<file path="config.mk">
export PLATFORM = sky130hd
export DESIGN_NAME = sgc_walker
export DESIGN_NICKNAME = d
export VERILOG_FILES = /design/src/rtl/sgc_pkg.sv /design/src/rtl/sgc_poll_timer.sv /design/src/rtl/sgc_desc_hold.sv /design/src/rtl/sgc_fsm.sv /design/src/rtl/sgc_walker.sv
export SDC_FILE = /design/constraint.sdc
export NUM_CORES = 1
export LEC_CHECK = 0
export BUFFER_PORTS_ARGS = -buffer_cell sky130_fd_sc_hd__buf_2
export CAP_MARGIN = 20
export CORE_MARGIN = 10
export CORE_UTILIZATION = 51
export DETAILED_ROUTE_END_ITERATION = 10
export PLACE_DENSITY = 0.88
export SETUP_SLACK_MARGIN = 0.2
export SLEW_MARGIN = 20
export SYNTH_ARGS = -nofsm -noshare
export SYNTH_HDL_FRONTEND = slang
export SYNTH_SLANG_ARGS = --single-unit
</file>
<file path="constraint.sdc">
create_clock -name clk -period 6.4 [get_ports clk]
set_clock_uncertainty 0.2 [all_clocks]
set_input_delay 0.32 -clock clk [delete_from_list [all_inputs] [get_ports clk]]
set_output_delay 0.32 -clock clk [all_outputs]
set_load 0.01 [all_outputs]
</file>
<file path="src/rtl/sgc_pkg.sv">
package sgc_pkg;
  localparam int WORDS_PER_DESC = 4;
  localparam int CTL_LAST  = 0;
  localparam int CTL_FIXRD = 1;
  localparam int CTL_FIXWR = 2;
  localparam int CTL_OWN   = 7;
  localparam int ERRW      = 6;

  typedef enum logic [2:0] {
    S_IDLE, S_FETCH, S_CHECK, S_MOVE, S_WB_CNT, S_WB_CTL, S_WAIT
  } walk_st_t;
endpackage

</file>
<file path="src/rtl/sgc_poll_timer.sv">
module sgc_poll_timer #(
  parameter int WAITW = 8
) (
  input  logic             clk,
  input  logic             rst_n,
  input  logic             load,
  input  logic [WAITW-1:0] wait_val,
  input  logic             run,
  output logic             expired
);
  logic [WAITW-1:0] cnt_q, cnt_d;
  logic             cnt_en;

  always_comb begin
    cnt_en = load | (run & (cnt_q != '0));
    cnt_d  = load ? wait_val : (cnt_q - 1'b1);
  end

  always_ff @(posedge clk or negedge rst_n) begin
    if (!rst_n) cnt_q <= '0;
    else if (cnt_en) cnt_q <= cnt_d;
  end

  assign expired = run & (cnt_q == '0);

  assert_expire_only_running_R9: assert property (@(posedge clk) disable iff (!rst_n)
    (load && wait_val != '0) |=> !expired);
endmodule

</file>
<file path="src/rtl/sgc_desc_hold.sv">
module sgc_desc_hold
  import sgc_pkg::*;
#(
  parameter int AW         = 8,
  parameter int BEAT_BYTES = 4,
  parameter int STEPW      = 3
) (
  input  logic             clk,
  input  logic             rst_n,
  input  logic             cap_en,
  input  logic [1:0]       cap_idx,
  input  logic [31:0]      rdata,
  input  logic             res_en,
  input  logic [15:0]      mv_bytes,
  input  logic [ERRW-1:0]  mv_err,
  input  logic             mv_eop,
  input  logic             keep_owned,
  output logic [31:0]      src,
  output logic [31:0]      dst,
  output logic [15:0]      len,
  output logic [AW-1:0]    next_ptr,
  output logic             owned,
  output logic             last,
  output logic [STEPW-1:0] rd_step,
  output logic [STEPW-1:0] wr_step,
  output logic [7:0]       status,
  output logic             err_any,
  output logic [31:0]      wb_link,
  output logic [31:0]      wb_info
);
  logic [31:0] addr_q [2];
  logic [15:0] link_q, len_q, bytes_q;
  logic [7:0]  ctl_q, ctl_wb, st_q, st_d;

  // address words (source, destination) share one capture structure
  for (genvar w = 0; w < 2; w++) begin : g_addr
    always_ff @(posedge clk or negedge rst_n) begin
      if (!rst_n) addr_q[w] <= '0;
      else if (cap_en && cap_idx == 2'(w)) addr_q[w] <= rdata;
    end
  end

  always_ff @(posedge clk or negedge rst_n) begin
    if (!rst_n) link_q <= '0;
    else if (cap_en && cap_idx == 2'd2) link_q <= rdata[15:0];
  end

  always_ff @(posedge clk or negedge rst_n) begin
    if (!rst_n) begin
      len_q <= '0;
      ctl_q <= '0;
    end else if (cap_en && cap_idx == 2'd3) begin
      len_q <= rdata[15:0];
      ctl_q <= rdata[31:24];
    end
  end

  always_comb st_d = {mv_eop, 1'b0, mv_err};

  always_ff @(posedge clk or negedge rst_n) begin
    if (!rst_n) begin
      bytes_q <= '0;
      st_q    <= '0;
    end else if (res_en) begin
      bytes_q <= mv_bytes;
      st_q    <= st_d;
    end
  end

  always_comb begin
    ctl_wb          = ctl_q;
    ctl_wb[CTL_OWN] = ctl_q[CTL_OWN] & keep_owned;
  end

  assign src      = addr_q[0];
  assign dst      = addr_q[1];
  assign len      = len_q;
  assign next_ptr = link_q[AW-1:0];
  assign owned    = ctl_q[CTL_OWN];
  assign last     = ctl_q[CTL_LAST];
  assign rd_step  = ctl_q[CTL_FIXRD] ? '0 : STEPW'(BEAT_BYTES);
  assign wr_step  = ctl_q[CTL_FIXWR] ? '0 : STEPW'(BEAT_BYTES);
  assign status   = st_q;
  assign err_any  = |st_q[ERRW-1:0];
  assign wb_link  = {bytes_q, link_q};
  assign wb_info  = {ctl_wb, st_q, len_q};

  assert_err_flag_R10: assert property (@(posedge clk) disable iff (!rst_n)
    res_en |=> (err_any == ($past(mv_err) != '0)));
endmodule

</file>
<file path="src/rtl/sgc_fsm.sv">
module sgc_fsm
  import sgc_pkg::*;
#(
  parameter int AW = 8
) (
  input  logic          clk,
  input  logic          rst_n,
  input  logic          go,
  input  logic          stop,
  input  logic          poll_en,
  input  logic          stop_on_err,
  input  logic [AW-1:0] start_ptr,
  input  logic          owned,
  input  logic [AW-1:0] next_ptr,
  input  logic          err_any,
  input  logic          tmr_expired,
  input  logic          mv_done,
  output logic          busy,
  output logic          mem_en,
  output logic          mem_we,
  output logic [AW-1:0] mem_addr,
  output logic          wb_sel,
  output logic          cap_en,
  output logic [1:0]    cap_idx,
  output logic          res_en,
  output logic          mv_req,
  output logic          tmr_load,
  output logic          tmr_run,
  output logic          desc_done,
  output logic          chain_done,
  output logic          err_halt
);
  walk_st_t      st_q, st_d;
  logic [AW-1:0] base_q, base_d;
  logic [2:0]    fcnt_q, fcnt_d;
  logic [1:0]    off;

  always_comb begin
    st_d = st_q; base_d = base_q; fcnt_d = fcnt_q;
    mem_en = 1'b0; mem_we = 1'b0; off = 2'd0; wb_sel = 1'b0;
    cap_en = 1'b0; res_en = 1'b0; mv_req = 1'b0;
    tmr_load = 1'b0; tmr_run = 1'b0;
    desc_done = 1'b0; chain_done = 1'b0; err_halt = 1'b0;
    unique case (st_q)
      S_IDLE: if (go) begin
        base_d = start_ptr; fcnt_d = '0; st_d = S_FETCH;
      end
      S_FETCH: begin
        mem_en = ~fcnt_q[2];
        off    = fcnt_q[1:0];
        cap_en = (fcnt_q != 3'd0);
        if (fcnt_q[2]) st_d = S_CHECK;
        else fcnt_d = fcnt_q + 3'd1;
      end
      S_CHECK: begin
        if (stop) st_d = S_IDLE;
        else if (owned) st_d = S_MOVE;
        else if (poll_en) begin tmr_load = 1'b1; st_d = S_WAIT; end
        else begin chain_done = 1'b1; st_d = S_IDLE; end
      end
      S_MOVE: begin
        mv_req = 1'b1;
        if (mv_done) begin res_en = 1'b1; st_d = S_WB_CNT; end
      end
      S_WB_CNT: begin
        mem_en = 1'b1; mem_we = 1'b1; off = 2'd2; st_d = S_WB_CTL;
      end
      S_WB_CTL: begin
        mem_en = 1'b1; mem_we = 1'b1; off = 2'd3; wb_sel = 1'b1;
        desc_done = 1'b1;
        if (err_any && stop_on_err) begin
          err_halt = 1'b1; st_d = S_IDLE;
        end else begin
          base_d = next_ptr; fcnt_d = '0; st_d = S_FETCH;
        end
      end
      S_WAIT: begin
        tmr_run = 1'b1;
        if (stop) st_d = S_IDLE;
        else if (tmr_expired) begin fcnt_d = '0; st_d = S_FETCH; end
      end
      default: st_d = S_IDLE;
    endcase
  end

  always_ff @(posedge clk or negedge rst_n) begin
    if (!rst_n) begin
      st_q   <= S_IDLE;
      base_q <= '0;
      fcnt_q <= '0;
    end else begin
      st_q   <= st_d;
      base_q <= base_d;
      fcnt_q <= fcnt_d;
    end
  end

  assign cap_idx  = fcnt_q[1:0] - 2'd1;
  assign mem_addr = base_q + {{(AW-2){1'b0}}, off};
  assign busy     = (st_q != S_IDLE);

  assert_req_held_R3: assert property (@(posedge clk) disable iff (!rst_n)
    (mv_req && !mv_done) |=> mv_req);
  assert_chain_end_idle_R8: assert property (@(posedge clk) disable iff (!rst_n)
    chain_done |=> !busy);
  assert_halt_idle_R10: assert property (@(posedge clk) disable iff (!rst_n)
    err_halt |=> !busy);
  assert_pulse_exclusive_R7: assert property (@(posedge clk) disable iff (!rst_n)
    !(desc_done && chain_done));
  assert_halt_with_done_R10: assert property (@(posedge clk) disable iff (!rst_n)
    err_halt |-> desc_done);
endmodule

</file>
<file path="src/rtl/sgc_walker.sv">
module sgc_walker
  import sgc_pkg::*;
#(
  parameter int AW         = 8,
  parameter int WAITW      = 8,
  parameter int BEAT_BYTES = 4,
  localparam int STEPW     = $clog2(BEAT_BYTES + 1)
) (
  input  logic             clk,
  input  logic             rst_n,
  input  logic             go,
  input  logic             stop,
  input  logic             poll_en,
  input  logic             stop_on_err,
  input  logic             keep_owned,
  input  logic [WAITW-1:0] poll_wait,
  input  logic [AW-1:0]    start_ptr,
  output logic             mem_en,
  output logic             mem_we,
  output logic [AW-1:0]    mem_addr,
  output logic [31:0]      mem_wdata,
  input  logic [31:0]      mem_rdata,
  output logic             mv_req,
  output logic [31:0]      mv_src,
  output logic [31:0]      mv_dst,
  output logic [15:0]      mv_len,
  output logic [STEPW-1:0] mv_rd_step,
  output logic [STEPW-1:0] mv_wr_step,
  output logic             mv_last,
  input  logic             mv_done,
  input  logic [15:0]      mv_bytes,
  input  logic [ERRW-1:0]  mv_err,
  input  logic             mv_eop,
  output logic             busy,
  output logic             desc_done,
  output logic [7:0]       desc_status,
  output logic             chain_done,
  output logic             err_halt
);
  logic [1:0]    rs_q;
  logic          rst_ni;
  logic          owned, err_any, tmr_expired, tmr_load, tmr_run;
  logic          cap_en, res_en, wb_sel;
  logic [1:0]    cap_idx;
  logic [AW-1:0] next_ptr;
  logic [31:0]   wb_link, wb_info;

  always_ff @(posedge clk or negedge rst_n) begin
    if (!rst_n) rs_q <= 2'b00;
    else rs_q <= {rs_q[0], 1'b1};
  end
  assign rst_ni = rs_q[1];

  sgc_fsm #(.AW(AW)) fsm_i (
    .clk(clk), .rst_n(rst_ni), .go(go), .stop(stop), .poll_en(poll_en),
    .stop_on_err(stop_on_err), .start_ptr(start_ptr), .owned(owned),
    .next_ptr(next_ptr), .err_any(err_any), .tmr_expired(tmr_expired),
    .mv_done(mv_done), .busy(busy), .mem_en(mem_en), .mem_we(mem_we),
    .mem_addr(mem_addr), .wb_sel(wb_sel), .cap_en(cap_en), .cap_idx(cap_idx),
    .res_en(res_en), .mv_req(mv_req), .tmr_load(tmr_load), .tmr_run(tmr_run),
    .desc_done(desc_done), .chain_done(chain_done), .err_halt(err_halt)
  );

  sgc_desc_hold #(.AW(AW), .BEAT_BYTES(BEAT_BYTES), .STEPW(STEPW)) hold_i (
    .clk(clk), .rst_n(rst_ni), .cap_en(cap_en), .cap_idx(cap_idx),
    .rdata(mem_rdata), .res_en(res_en), .mv_bytes(mv_bytes), .mv_err(mv_err),
    .mv_eop(mv_eop), .keep_owned(keep_owned), .src(mv_src), .dst(mv_dst),
    .len(mv_len), .next_ptr(next_ptr), .owned(owned), .last(mv_last),
    .rd_step(mv_rd_step), .wr_step(mv_wr_step), .status(desc_status),
    .err_any(err_any), .wb_link(wb_link), .wb_info(wb_info)
  );

  sgc_poll_timer #(.WAITW(WAITW)) tmr_i (
    .clk(clk), .rst_n(rst_ni), .load(tmr_load), .wait_val(poll_wait),
    .run(tmr_run), .expired(tmr_expired)
  );

  assign mem_wdata = wb_sel ? wb_info : wb_link;

  assert_idle_after_reset_R1: assert property (@(posedge clk) disable iff (!rst_ni)
    !busy |-> (!mem_en && !mv_req));
  assert_done_on_write_R7: assert property (@(posedge clk) disable iff (!rst_ni)
    desc_done |-> (mem_en && mem_we));
  assert_owner_cleared_R6: assert property (@(posedge clk) disable iff (!rst_ni)
    (desc_done && !keep_owned) |-> !mem_wdata[31]);
  assert_status_written_R5: assert property (@(posedge clk) disable iff (!rst_ni)
    desc_done |-> (mem_wdata[23:16] == desc_status));
endmodule

</file>
==> results.yml <==
clock_network:
  cts-root-buf: "clkbuf_16"
  cts.sinks: 151
  cts_tree: "yes"
  clk_latency_ns: 0.42
  cts_max_path_buffers: 2
  numCtsBuffers: 17
  clkTransAtPathRegs_ns: 0.06
  post-cts-setup-buffers: 0
  postCtsHoldBufs: 64
  htree_levels: 4
  cts_resized: 0
pwr:
  pwr-share-clk_pct: 21.3
  vdd_drop_max_mv: 0.308
  internal_power_mw: 3.04
  p_sw_share_pct: 36.8
  cellLeakagePower_nw: 4.42
  power_frac_comb_pct: 41.0
  seqPwrFrac_pct: 37.7
  p_per_area_nw_per_um2: 516
  p_sw_mw: 1.77
critical_path:
  cp-start-kind: "flop"
  crit_required_ns: 5.88
  r2r-end: "fsm_i.base_q[4]"
  path_class: "reg2out"
  rrSetupSlack_ns: 3.72
  cp-startpoint: "fsm_i.st_q[2]"
  arrival_ns: 2.83
  r2r_start: "fsm_i.st_q[2]"
  reg2regPathDepth: 4
  critical_path.endpoint: "mem_addr[7]"
  worstPathMaxFanout: 16
  endpoint_kind: "output port"
grt:
  grt_pass1_wl_um: 30400
  grt_pass1_vias: 5681
  grt.total_usage_pct: 20.8
  grt_max_degree: 77
  gr-total-overflow: 0
  antenna_found_initial: 3
worst_hold_path:
  hold_path_depth: 2
  hold_start: "mem_rdata[2]"
  hold_path_class: "in2reg"
yosys:
  ys.flop_type: "dfrtp_1"
  synth-async-reset-ratio_pct: 100
  yosysTopAreaCell: "dfrtp_1"
  synth.area.top_cells: "dfrtp_1 (54%), mux2_2 (27%), ha_1 (1.6%)"
  syn_inst: 503
  ys_seq_area_share_pct: 54.5
  synth.most_common_cell: "mux2_2"
  synth_top_area_share_pct: 54.5
  yosysUniqueCellTypes: 57
  yosys-top-cells-count: "mux2_2 (166), dfrtp_1 (151), nor2_1 (19), inv_1 (15)"
  synth-edff-count: 0
  synth_seq_cells: 151
  yosys_warnings: 0
  synth_area_um2: 6930
  synth.avg_cell_area_um2: 13.8
layout:
  fin_util_pct: 70.2
  final_nets: 868
  drive_above_1_share_pct: 54.4
  area_growth_pct: 34.5
  stdcell_area_um2: 9330
  final_cells: 972
floorplanning:
  ios: 221
  die_h_um: 137
  start_util_pct: 52.2
  die_area_um2: 18700
  die_w_um: 137
  coreArea_um2: 13300
  num_rows: 42
placed_design:
  gp_congestion: 0.851
  post-dp-hpwl_um: 13200
  io_buffer_count: 215
  dpl.cell_count: 872
  place_area_um2: 8060
drt:
  first_pass_iters: 4
  wl_per_cell_um: 20.0
  wirelength_um: 19500
  ant_nets: 0
  drt_iter0_drc: 285
  vias: 5105
  drc: 0
  viasPerCell: 5.25
timing:
  setup_viol: 0
  period_needed_ns: 3.35
  hold_viol: 0
  slew_headroom_pct: 25.8
  timing.final.crit_share_pct: 52.4
  slew_violations: 0
  fin_setup_tns_ns: 0
  fmax_mhz: 298
  tightest_slew_ns: 1.11
  rsz0062_at_grt: "no"
run:
  drv_cap: 0
status:
  outcome: "complete, no violations"
-- power groups by stage --
stage          clock network (mW)  logic (mW)  registers, mW
2_1_floorplan                   0        1.12           1.84
5_1_grt                      1.09        2.14           1.87
4_1_cts                      1.04        1.99           1.80
6_report                     1.03        1.97           1.81
3_5_place_dp                    0        1.95           1.81
3_3_place_gp                    0        1.87           1.77
-- cells by family after synthesis --
group           after synthesis  synth area share [%]
xor+xnor                     11                  1.39
other cells                   2                 0.108
flops                       151                  54.5
simple gates                 69                  5.72
buf+inv                      42                  3.63
fa+ha+maj                    10                  1.91
compound gates               44                  4.57
mux                         174                  28.2
-- registers in the layout (all words and copies together) (netlist names) --
name / flops
hold_i.ctl_q: 8
fsm_i.st_q: 3
fsm_i.fcnt_q: 3
hold_i.bytes_q: 16
hold_i.status: 7
tmr_i.cnt_q: 8
fsm_i.base_q: 8
hold_i.dst: 32
hold_i.len: 16
rs_q: 2
hold_i.link_q: 16
hold_i.src: 32
-- routing by layer --
metal	track usage, %	up-vias	part of all wire, %	routed length (µm)
li1	-	2337	-	-
met1	21.8	2540	36	6960
met2	36.7	181	53	10400
met3	7.26	47	7.6	1490
met4	9.47	0	3.3	643
met5	0	-	0	0
-- worst min-delay path by stage --
stage	endpoint	slack, ns
detailed placement	rs_q[0]	-0.09
floorplan	rs_q[0]	-0.18
finish	hold_i.dst[2]	0.01
CTS	hold_i.src[2]	0.002
global route	hold_i.dst[2]	0.01
global placement	rs_q[0]	-0.09
-- through the flow --
| stage | hold WS [ns] | power [mW] | setup WS (ns) |
|---|---|---|---|
| 3_3_place_gp | -0.0944 | 3.65 | 3.59 |
| 5_1_grt | 0.00973 | 5.10 | 2.84 |
| 6_report | 0.0145 | 4.81 | 3.05 |
| 3_5_place_dp | -0.0943 | 3.76 | 3.34 |
| 2_1_floorplan | -0.176 | 2.96 | 1.68 |
| 4_1_cts | 0.00214 | 4.83 | 2.88 |
-- cell type report --
type	instances	area [µm²]
Inverter	15	56.3
Fill cell	892	3970
Sequential cell	151	3780
Clock inverter	15	186
Clock buffer	17	425
Antenna cell	4	10.0
Timing Repair Buffer	280	1720
Tap cell	176	220
Multi-Input combinational cell	314	2920
-- worst max-delay path, cell delays in order, from the launching register on --
cell	delay, ns
dfrtp_1	0.63
nor2b_1	0.54
a21oi_1	0.17
inv_1	0.11
ha_1	0.23
a21o_1	0.16
nand2_1	0.12
nor2_1	0.08
xor2_1	0.20
buf_2	0.17
-- placed cells by master (no fill, tap or decap), types with 6 or more instances in the layout --
master,n
o21ai_0,10
conb_1,6
clkbuf_16,17
nand2_1,12
xor2_1,6
inv_1,15
nor2b_1,6
a21oi_1,12
mux2_2,166
dfrtp_1,150
nor2_1,19
ha_1,9
dlygate4sd3_1,64
buf_2,215
Power figures use the tool's default switching activity.
